==> src/rtl/gsa_pkg.sv <==
package gsa_pkg;
  localparam int REG_AW = 2;
  typedef enum logic [REG_AW-1:0] {
    REG_CTRL = 2'd0,
    REG_MOD  = 2'd1,
    REG_STAT = 2'd2,
    REG_NONE = 2'd3
  } reg_addr_e;
  localparam int STAT_SAT_BIT  = 0;
  localparam int STAT_LIM_BIT  = 1;
  localparam int STAT_PCNT_BIT = 2;
endpackage

==> src/rtl/gsa_vec_tracker.sv <==
module gsa_vec_tracker #(
  parameter int NUM_CH = 4
) (
  input  logic              clk,
  input  logic              rst,
  input  logic [NUM_CH-1:0] mask_i,
  input  logic [NUM_CH-1:0] resp_i,
  input  logic              flush_i,
  output logic [NUM_CH-1:0] seen_o,
  output logic              vec_done_o
);
  logic [NUM_CH-1:0] seen_q;
  logic [NUM_CH-1:0] acc;

  // Accumulate responses of member channels only
  assign acc        = seen_q | (resp_i & mask_i);
  assign vec_done_o = (|mask_i) && (acc == mask_i) && !flush_i;
  assign seen_o     = seen_q;

  for (genvar i = 0; i < NUM_CH; i++) begin : g_seen
    always_ff @(posedge clk) begin
      if (rst || flush_i || vec_done_o) seen_q[i] <= 1'b0;
      else                              seen_q[i] <= acc[i];
    end
  end
endmodule

==> src/rtl/gsa_mod_counter.sv <==
module gsa_mod_counter #(
  parameter int CNT_W = 8
) (
  input  logic             clk,
  input  logic             rst,
  input  logic             clr_i,
  input  logic             step_i,
  input  logic [CNT_W-1:0] modulo_i,
  output logic [CNT_W-1:0] cnt_o,
  output logic             wrap_o
);
  localparam int EXT_W = CNT_W + 1;

  logic [CNT_W-1:0] cnt_q;
  logic [CNT_W-1:0] mod_eff;
  logic [EXT_W-1:0] cnt_inc;
  logic             at_last;

  assign mod_eff = (modulo_i == '0) ? CNT_W'(1) : modulo_i;
  assign cnt_inc = {1'b0, cnt_q} + EXT_W'(1);
  assign at_last = cnt_inc >= {1'b0, mod_eff};
  assign wrap_o  = step_i && at_last && !clr_i;
  assign cnt_o   = cnt_q;

  always_ff @(posedge clk) begin
    if (rst || clr_i)  cnt_q <= '0;
    else if (step_i)   cnt_q <= at_last ? '0 : cnt_inc[CNT_W-1:0];
  end
endmodule

==> src/rtl/gsa_regs.sv <==
module gsa_regs
  import gsa_pkg::*;
#(
  parameter int NUM_CH = 4,
  parameter int CNT_W  = 8,
  parameter int DATA_W = 32
) (
  input  logic              clk,
  input  logic              rst,
  input  logic              we_i,
  input  logic              re_i,
  input  logic [REG_AW-1:0] addr_i,
  input  logic [DATA_W-1:0] wdata_i,
  input  logic              grp_sat_i,
  input  logic              grp_lim_i,
  input  logic              pcnt_set_i,
  output logic [NUM_CH-1:0] mask_o,
  output logic              trig_en_o,
  output logic [CNT_W-1:0]  modulo_o,
  output logic              pcnt_o,
  output logic              mask_chg_o,
  output logic              w1c_o,
  output logic              trig_o,
  output logic [DATA_W-1:0] rdata_o
);
  logic [NUM_CH-1:0] mask_q;
  logic              en_q;
  logic [CNT_W-1:0]  mod_q;
  logic              pcnt_q;
  logic              trig_q;
  logic [DATA_W-1:0] rdata_q;

  logic ctrl_wr, mod_wr, stat_wr;
  logic pcnt_nxt, en_nxt;
  logic [DATA_W-1:0] rd_mux;

  assign ctrl_wr    = we_i && (addr_i == REG_CTRL);
  assign mod_wr     = we_i && (addr_i == REG_MOD);
  assign stat_wr    = we_i && (addr_i == REG_STAT);
  assign mask_chg_o = ctrl_wr && (wdata_i[NUM_CH-1:0] != mask_q);
  assign w1c_o      = stat_wr && wdata_i[STAT_PCNT_BIT];

  // Set has priority over clear
  assign pcnt_nxt = pcnt_set_i || (pcnt_q && !w1c_o);
  assign en_nxt   = ctrl_wr ? wdata_i[NUM_CH] : en_q;

  always_ff @(posedge clk) begin
    if (rst) begin
      mask_q <= '0;
      en_q   <= 1'b0;
      mod_q  <= '0;
      pcnt_q <= 1'b0;
      trig_q <= 1'b0;
    end else begin
      if (ctrl_wr) begin
        mask_q <= wdata_i[NUM_CH-1:0];
        en_q   <= wdata_i[NUM_CH];
      end
      if (mod_wr) mod_q <= wdata_i[CNT_W-1:0];
      pcnt_q <= pcnt_nxt;
      trig_q <= pcnt_nxt && en_nxt;
    end
  end

  always_comb begin
    rd_mux = '0;
    unique case (addr_i)
      REG_CTRL: begin
        rd_mux[NUM_CH-1:0] = mask_q;
        rd_mux[NUM_CH]     = en_q;
      end
      REG_MOD:  rd_mux[CNT_W-1:0] = mod_q;
      REG_STAT: begin
        rd_mux[STAT_SAT_BIT]  = grp_sat_i;
        rd_mux[STAT_LIM_BIT]  = grp_lim_i;
        rd_mux[STAT_PCNT_BIT] = pcnt_q;
      end
      default:  rd_mux = '0;
    endcase
  end

  always_ff @(posedge clk) begin
    if (rst)       rdata_q <= '0;
    else if (re_i) rdata_q <= rd_mux;
  end

  assign mask_o    = mask_q;
  assign trig_en_o = en_q;
  assign modulo_o  = mod_q;
  assign pcnt_o    = pcnt_q;
  assign trig_o    = trig_q;
  assign rdata_o   = rdata_q;
endmodule

==> src/rtl/gsa_top.sv <==
module gsa_top
  import gsa_pkg::*;
#(
  parameter int NUM_CH = 4,
  parameter int CNT_W  = 8,
  parameter int DATA_W = 32
) (
  input  logic              clk,
  input  logic              rst,
  input  logic [NUM_CH-1:0] ch_sat_i,
  input  logic [NUM_CH-1:0] ch_lim_i,
  input  logic [NUM_CH-1:0] ch_wresp_i,
  input  logic              cfg_we_i,
  input  logic              cfg_re_i,
  input  logic [1:0]        cfg_addr_i,
  input  logic [DATA_W-1:0] cfg_wdata_i,
  output logic [DATA_W-1:0] cfg_rdata_o,
  output logic              grp_sat_o,
  output logic              grp_lim_o,
  output logic              grp_trig_o
);
  logic [NUM_CH-1:0] ctrl_mask;
  logic              trig_en;
  logic [CNT_W-1:0]  mod_val;
  logic [NUM_CH-1:0] seen_mask;
  logic [CNT_W-1:0]  vec_cnt;
  logic              vec_done;
  logic              pcnt_set;
  logic              pcnt_stat;
  logic              mask_chg;
  logic              w1c_pcnt;
  logic              sat_q, lim_q;

  always_ff @(posedge clk) begin
    if (rst) begin
      sat_q <= 1'b0;
      lim_q <= 1'b0;
    end else begin
      sat_q <= |(ch_sat_i & ctrl_mask);
      lim_q <= |(ch_lim_i & ctrl_mask);
    end
  end

  gsa_vec_tracker #(.NUM_CH(NUM_CH)) u_trk (
    .clk(clk), .rst(rst), .mask_i(ctrl_mask), .resp_i(ch_wresp_i),
    .flush_i(mask_chg), .seen_o(seen_mask), .vec_done_o(vec_done)
  );

  gsa_mod_counter #(.CNT_W(CNT_W)) u_cnt (
    .clk(clk), .rst(rst), .clr_i(mask_chg), .step_i(vec_done),
    .modulo_i(mod_val), .cnt_o(vec_cnt), .wrap_o(pcnt_set)
  );

  gsa_regs #(.NUM_CH(NUM_CH), .CNT_W(CNT_W), .DATA_W(DATA_W)) u_regs (
    .clk(clk), .rst(rst), .we_i(cfg_we_i), .re_i(cfg_re_i),
    .addr_i(cfg_addr_i), .wdata_i(cfg_wdata_i),
    .grp_sat_i(sat_q), .grp_lim_i(lim_q), .pcnt_set_i(pcnt_set),
    .mask_o(ctrl_mask), .trig_en_o(trig_en), .modulo_o(mod_val),
    .pcnt_o(pcnt_stat), .mask_chg_o(mask_chg), .w1c_o(w1c_pcnt),
    .trig_o(grp_trig_o), .rdata_o(cfg_rdata_o)
  );

  assign grp_sat_o = sat_q;
  assign grp_lim_o = lim_q;
endmodule

==> config.mk <==
export PLATFORM = sky130hd
export DESIGN_NAME = gsa_top
export DESIGN_NICKNAME = d
export VERILOG_FILES = /design/src/rtl/gsa_pkg.sv /design/src/rtl/gsa_vec_tracker.sv /design/src/rtl/gsa_mod_counter.sv /design/src/rtl/gsa_regs.sv /design/src/rtl/gsa_top.sv
export SDC_FILE = /design/constraint.sdc
export NUM_CORES = 1
export LEC_CHECK = 0
export BUFFER_PORTS_ARGS = -buffer_cell sky130_fd_sc_hd__buf_4
export CAP_MARGIN = 20
export CORE_AREA = 5 5 81 83
export CTS_CLUSTER_DIAMETER = 60
export DETAILED_ROUTE_END_ITERATION = 6
export DIE_AREA = 0 0 86 88
export GPL_ROUTABILITY_DRIVEN = 0
export PLACE_DENSITY = 0.69
export SLEW_MARGIN = 15
export SYNTH_ARGS = -nofsm -noshare
export SYNTH_HDL_FRONTEND = slang
export SYNTH_SLANG_ARGS = --single-unit
==> constraint.sdc <==
create_clock -name clk -period 3.3 [get_ports clk]
set_input_delay 0.66 -clock clk [delete_from_list [all_inputs] [get_ports clk]]
set_output_delay 0.66 -clock clk [all_outputs]
set_load 0.01 [all_outputs]
# --- After elaboration in Yosys (flattened, before gate mapping) ---
# Index checks and enable logic that the tools add are counted.
op_classes:
  addsub: 1
  n_lt_le_gt_ge: 1
  eq_ne: 4
  n_mux: 6
  n_bitwise: 4
  n_reduce_logical: 21
op_table:
  columns: ["op", "n"]
  rows:
  - ["2-to-1 mux 8 bit", 2]
  - ["bitwise AND 4 bit", 3]
  - ["OR reduction 4 bit", 3]
  - ["logical AND 1 bit", 11]
  - ["adder 8 x 1 -> 9 bit, second input constant", 1]
  - [">= comparator 9 x 8 -> 1 bit", 1]
  - ["case mux 3 bit (3 select lines)", 1]
  - ["zero test 8 bit", 1]
  - ["equality test 4 bit", 1]
  - ["!= test 4 bit", 1]
  - ["bitwise OR 4 bit", 1]
  - ["case mux 2 bit (2 select lines)", 1]
  - ["logical OR 1 bit", 3]
  - ["2-to-1 mux 3 bit", 1]
  - ["equality test 2 x 1 -> 1 bit, second input constant", 1]
  - ["equality test 2 bit, second input constant", 1]
  - ["zero test 1 bit", 2]
  - ["zero test 2 bit", 1]
  - ["2-to-1 mux 1 bit", 1]
word_totals:
  regBits: 37

# --- Logic depth before layout (Yosys ltp) ---
depth:
  depth_word: 9
  ltp_mapped: 10

# --- Cells and area by module ---
# Synthesis repeated with hierarchy kept, for this count alone.
unflattened:
  cells_unflattened: 237
  hier_area_um2: 2123.3
modules_own_cells:
  columns: ["mod", "n_inst", "cells_per_inst", "area_each_um2", "seq_area_each_um2"]
  rows:
  - ["gsa_regs", 1, 134, 1184.9, 460.4]
  - ["gsa_mod_counter", 1, 68, 621.8, 160.2]
  - ["gsa_vec_tracker", 1, 27, 236.5, 80.1]
  - ["gsa_top", 1, 8, 80.1, 40.0]

# --- Worst setup path after synthesis ---
# Ideal clock, no wire load.
synth_path:
  path_kind: "reg2reg"
  from: "register u_cnt.cnt_q[2], in the netlist u_cnt.cnt_o[2]"
  to: "register u_regs.pcnt_q, in the netlist u_regs.pcnt_o"
  t_arrival_ns: 2.212
  t_required_ns: 3.178
  setup_slack_ns: 0.966
  stages_incl_launch_ff: 11
  path_buffers: 0
  path_cell_list: "dfxtp_1 -> nand3_1 -> or2_2 -> nor2_1 -> xor2_1 -> ha_1 -> and4_1 -> a21oi_1 -> o2111a_1 -> o21ai_0 -> nor2b_1"
synth_between:
  elab_chain_len: 5
synth_lines:
  columns: ["item", "line_no", "text"]
  rows:
  - ["from (decl)", "gsa_mod_counter.sv:14", "logic [CNT_W-1:0] cnt_q;"]
  - ["from (signal assigned)", "gsa_mod_counter.sv:27", "else if (step_i) cnt_q <= at_last ? '0 : cnt_inc[CNT_W-1:0];"]
  - ["adder 8 x 1 -> 9 bit", "gsa_mod_counter.sv:20", "assign cnt_inc = {1'b0, cnt_q} + EXT_W'(1);"]
  - [">= comparator 9 x 8 -> 1 bit", "gsa_mod_counter.sv:21", "assign at_last = cnt_inc >= {1'b0, mod_eff};"]
  - ["logical AND 1 bit (2 in a row)", "gsa_mod_counter.sv:22", "assign wrap_o = step_i && at_last && !clr_i;"]
  - ["logical OR 1 bit", "gsa_regs.sv:44", "assign pcnt_nxt = pcnt_set_i || (pcnt_q && !w1c_o);"]
  - ["to (signal assigned)", "gsa_regs.sv:60", "pcnt_q <= pcnt_nxt;"]
  - ["to (decl)", "gsa_regs.sv:29", "logic pcnt_q;"]
# No other way between the ends.
# A chain may end at the register's enable or synchronous reset.

# --- Final worst setup path ---
layout_path:
  from: "register u_cnt.cnt_q[2], in the netlist u_cnt.cnt_o[2]"
  to: "register u_regs.trig_q, in the netlist u_regs.trig_o"
layout_between:
  elab_chain_len: 6
layout_lines:
  columns: ["item", "line_no", "text"]
  rows:
  - ["adder 8 x 1 -> 9 bit", "gsa_mod_counter.sv:20", null]
  - [">= comparator 9 x 8 -> 1 bit", "gsa_mod_counter.sv:21", null]
  - ["logical AND 1 bit (2 in a row)", "gsa_mod_counter.sv:22", null]
  - ["logical OR 1 bit", "gsa_regs.sv:44", null]
  - ["logical AND 1 bit", "gsa_regs.sv:61", "trig_q <= pcnt_nxt && en_nxt;"]
  - ["to (signal assigned)", "gsa_regs.sv:61", null]
  - ["to (decl)", "gsa_regs.sv:30", "logic trig_q;"]
# No other way between the ends.

==> impl_summary.txt <==
----------------------------------------------------
[Run status]
  Status ... finished clean

[STA]
  Min Hold Slack ... 0.469 ns
  Final hold vios ... 0
  Worst-margin pin slew ... 0.711 ns
  Minimum clock period after layout ... 2.56 ns
  # setup viols final ... 0
  Unrepaired setup endpoints after global routing ... false
  Clk_skew ... 0.0107 ns
  Timing-limited maximum frequency ... 391 MHz
  Share of the clock period used by the worst path after layout ... between 70% and 80%
  Worst slew slack as a fraction of its limit ... 52.5%
  Number of pins exceeding their max-slew limit in the final report ... 0
  Final TNS setup ... 0 ns

[Layout]
  Antenna Cells ... 0
  Combined flip-flop and latch cell area ... 741 sq um
  Net total in the final layout ... 341
  Post-synthesis to final-layout area growth ... 12.8%
  Filler Cells Inserted ... roughly 580
  Multi-input logic area ... approximately 1200 sq um
  Count of non-filler cells in the finished layout ... 358
  Share of post-route cells with drive strength above 1 ... 18.7%

[Hold path]
  Hold Crit Class ... flop to flop
  Startpoint of the most critical hold path ... u_regs.rdata_o[5]
  Hold worst-path end ... u_regs.rdata_o[5]
  Cell count of the worst hold path ... 2

[Clock tree]
  Clock H-tree levels ... 2
  Latest clock arrival within the worst-skew pair ... 0.29 ns
  Cell chosen for the clock root ... sky130_fd_sc_hd__clkbuf_8
  Number of setup buffers added after CTS ... 0
  Clock tree from TritonCTS ... yes
  Reg clk slew, reported paths ... 0.08 ns
  Post-cts repair resize count ... 0
  Total of hold buffers inserted after clock tree synthesis ... 0
  Max clock buf depth ... 2
  Number of buffers created by CTS ... 5
  Clock tree sinks ... 37

[Floorplan]
  Overall die width ... 86 um
  Vert. Die Dim ... 88 um
  Top-level I/O count ... 85
  Core Rows ... 28
  Area of the die ... 7570 sq um
  Core Area ... a little under 6000 sq um
  Starting utilization of the core area ... 37.9%

[Global routing]
  Global-route total usage across every layer ... 12.1%
  Pin count of the biggest net entering global routing ... 26
  Number of global-route vias before repair ... 1661
  Sum of overflow across all layers after global routing ... 0
  First-pass GRT wire length ... 7.28 mm
  Number of antenna violations at the first check in global routing ... 0

[Worst setup path]
  Highest fanout seen on the critical path ... 5
  Startpoint-to-endpoint class of the critical path ... flop to flop
  Critical path arrival ... 2.75 ns
  WP data required ... 3.49 ns
  Critical path's slowest cell ... sky130_fd_sc_hd__dfxtp_1
  Startpoint of the worst-slack reg-to-reg timing path ... u_cnt.cnt_o[2]
  Endpoint class of the critical path ... flop
  Critical path, cell by cell ... nand3_1 -> or2_2 -> nor2_1 -> xor2_1 -> ha_1 -> and4_1 -> a21oi_1 -> o2111a_1 -> o21ai_0 -> and2_1
  Setup slack of the most critical reg-to-reg path ... 0.74 ns
  RR Endpoint ... u_regs.trig_o
  Delay of the slowest cell on the worst path ... 0.43 ns
  Cell depth of the worst flop-to-flop path ... 10
  Startpoint type of the worst setup path ... flop

[Power]
  Static power due to leakage ... 1.05 nW
  Combinational group share of total power ... around 15%
  Sequential power share ... between 40% and 50%
  Switching power ... 0.000257 W
  Proportion of power drawn by the clock network ... 36.6%
  Internal power summed over all cells ... 0.000709 W
  Pwr/cell area ... 391 nW/um^2
  IR drop worst, VDD ... 0.255 mV
  Switching share of total power ... a little over a quarter

[Synthesis]
  Mapped cell area ... 2190 sq um
  FFs w/ async S/R, synth ... 0%
  Ys Warns ... 0
  Part of the Yosys area used for sequential elements ... 33.8%
  Syn Area/Cell ... 8.70 sq um
  FF+latch count, synth ... 37
  Main synth FF type ... sky130_fd_sc_hd__dfxtp_1
  Number of instances in the synthesized netlist ... 252
  Number of flops mapped to enable cells by yosys ... 0
  Distinct cells, synth ... 41

[Route]
  Residual antenna-violating net count after detailed routing ... 0
  Number of design-rule violations left by the first detailed-router iteration ... 86
  Vias after detailed routing ... 1687
  Routed len/inst ... 12.2 um
  Drt pass-1 iters ... 4
  DRC violation count after routing ... 0
  Post-DR vias/cell ... around 4.7
  Routed wire length ... 4.38 mm

[Placement]
  HPWL Detailed ... approximately 3.4 mm
  Placed cells ... 350
  Count of buffers inserted at the top-level ports ... 36

[Job]
  Number of maximum-capacitance constraint violations ... 0

----------------------------------------------------
## cell type report
type / count / area share, %
Multi-Input combinational cell: 192 / 49.7
Sequential cell: 37 / 30.0
Timing Repair Buffer: 36 / 10.9
Clock buffer: 7 / 3.90
Tap cell: 75 / 3.80
Inverter: 10 / 1.52
Clock inverter: 1 / 0.202
## cell usage after synthesis, types with 2 or more instances
library cell	n	share of area, %
sky130_fd_sc_hd__nand2_1	10	1.7
sky130_fd_sc_hd__inv_1	10	1.7
sky130_fd_sc_hd__o21ai_0	3	0.68
sky130_fd_sc_hd__buf_4	24	8.2
sky130_fd_sc_hd__and3_1	2	0.57
sky130_fd_sc_hd__a21oi_1	21	4.8
sky130_fd_sc_hd__nor3b_1	2	0.68
sky130_fd_sc_hd__buf_6	6	3.1
sky130_fd_sc_hd__dfxtp_1	37	34
sky130_fd_sc_hd__a211oi_1	4	1.4
sky130_fd_sc_hd__nand2b_1	4	1.1
sky130_fd_sc_hd__xor2_1	6	2.4
sky130_fd_sc_hd__nor2_1	36	6.2
sky130_fd_sc_hd__nor2b_1	6	1.7
sky130_fd_sc_hd__nand3_1	17	3.9
sky130_fd_sc_hd__xnor2_1	9	3.6
sky130_fd_sc_hd__clkbuf_1	4	0.68
sky130_fd_sc_hd__nor4_1	2	0.57
sky130_fd_sc_hd__mux2i_1	16	7.3
sky130_fd_sc_hd__a22oi_1	4	1.4
sky130_fd_sc_hd__ha_1	9	5.1
## power by group through the flow
| stage | sequential, W | clock, W | combinational (W) |
|---|---|---|---|
| floorplan | 0.000477 | 0 | 0.000123 |
| global placement | 0.000481 | 0 | 0.000138 |
| detailed placement | 0.000481 | 0 | 0.000142 |
| CTS | 0.000471 | 0.000360 | 0.000142 |
| global route | 0.000473 | 0.000381 | 0.000159 |
| finish | 0.000471 | 0.000353 | 0.000142 |
## cells in the final DEF (no fill, tap or decap), drive strengths merged, types with 6 or more instances in the layout
cell type  Yosys  final
a21oi         21     21
buf           32     36
clkbuf         4      7
conb           1     24
dfxtp         37     37
ha             9      9
inv           10     10
mux2i         16     16
nand2         10     10
nand3         17     17
nor2          37     37
nor2b          6      6
xnor2          9      9
xor2           6      6
## worst max path at each step
stage,startpoint,to,slack [ns],cells past startpoint
after floorplan,u_cnt.cnt_o[2],u_regs.pcnt_o,0.97,10
after global placement,u_cnt.cnt_o[2],u_regs.trig_o,0.76,10
after detailed placement,u_cnt.cnt_o[2],u_regs.trig_o,0.76,10
after CTS,u_cnt.cnt_o[2],u_regs.trig_o,0.74,10
after global routing,u_cnt.cnt_o[2],u_regs.trig_o,0.48,10
final,u_cnt.cnt_o[2],u_regs.trig_o,0.74,10
## worst max-delay path: cells and delay by family (launching register included)
| family | cells | cell delay, ns |
|---|---|---|
| fa+ha+maj | 1 | 0.25 |
| xor+xnor | 1 | 0.16 |
| flops | 1 | 0.43 |
| compound gates | 3 | 0.57 |
| simple gates | 5 | 1.03 |
## registers in the layout, indices dropped and copies added, names as in the netlist
name and flops:
u_regs.rdata_o 8, grp_lim_o 1, u_trk.seen_o 4, u_cnt.cnt_o 8
grp_sat_o 1, u_regs.pcnt_o 1, u_regs.trig_o 1, u_regs.trig_en_o 1
u_regs.mask_o 4, u_regs.modulo_o 8
## metal layers
metal / global-route usage [%] / vias to the layer above / part of all wire [%] / routed length [um]
met3: 3.86 / 5 / 6.7 / 293
met5: 0 / - / 0 / 0
met1: 14.3 / 764 / 47 / 2040
met4: 3.88 / 0 / 1.2 / 53
met2: 20.9 / 45 / 45 / 1990
li1: - / 873 / - / -
## kinds of logic (layout without fill, tap and decap cells)
logic type	Yosys count	in the layout	synth area share, %
XOR/XNOR	15	15	5.99
other	1	24	0.171
buffers and inverters	46	54	14.1
flip-flops	37	37	33.8
AND/OR/NAND/NOR	90	90	21.1
multiplexers	16	16	7.31
AO/OA/AOI/OAI	38	38	12.4
adder cells (fa/ha/maj)	9	9	5.14
## stage by stage
step | total power (W) | area, sq um | util, % | worst slack (ns)
5_1_grt | 0.00101 | 2470 | 42.8 | 0.484
3_5_place_dp | 0.000623 | 2370 | 41.0 | 0.755
6_report | 0.000966 | 2470 | 42.8 | 0.740
3_3_place_gp | 0.000619 | 2370 | 41.0 | 0.760
2_1_floorplan | 0.000600 | 2280 | - | 0.966
4_1_cts | 0.000973 | 2470 | 42.8 | 0.743
Note: power is estimated with default switching activity, not from simulation.
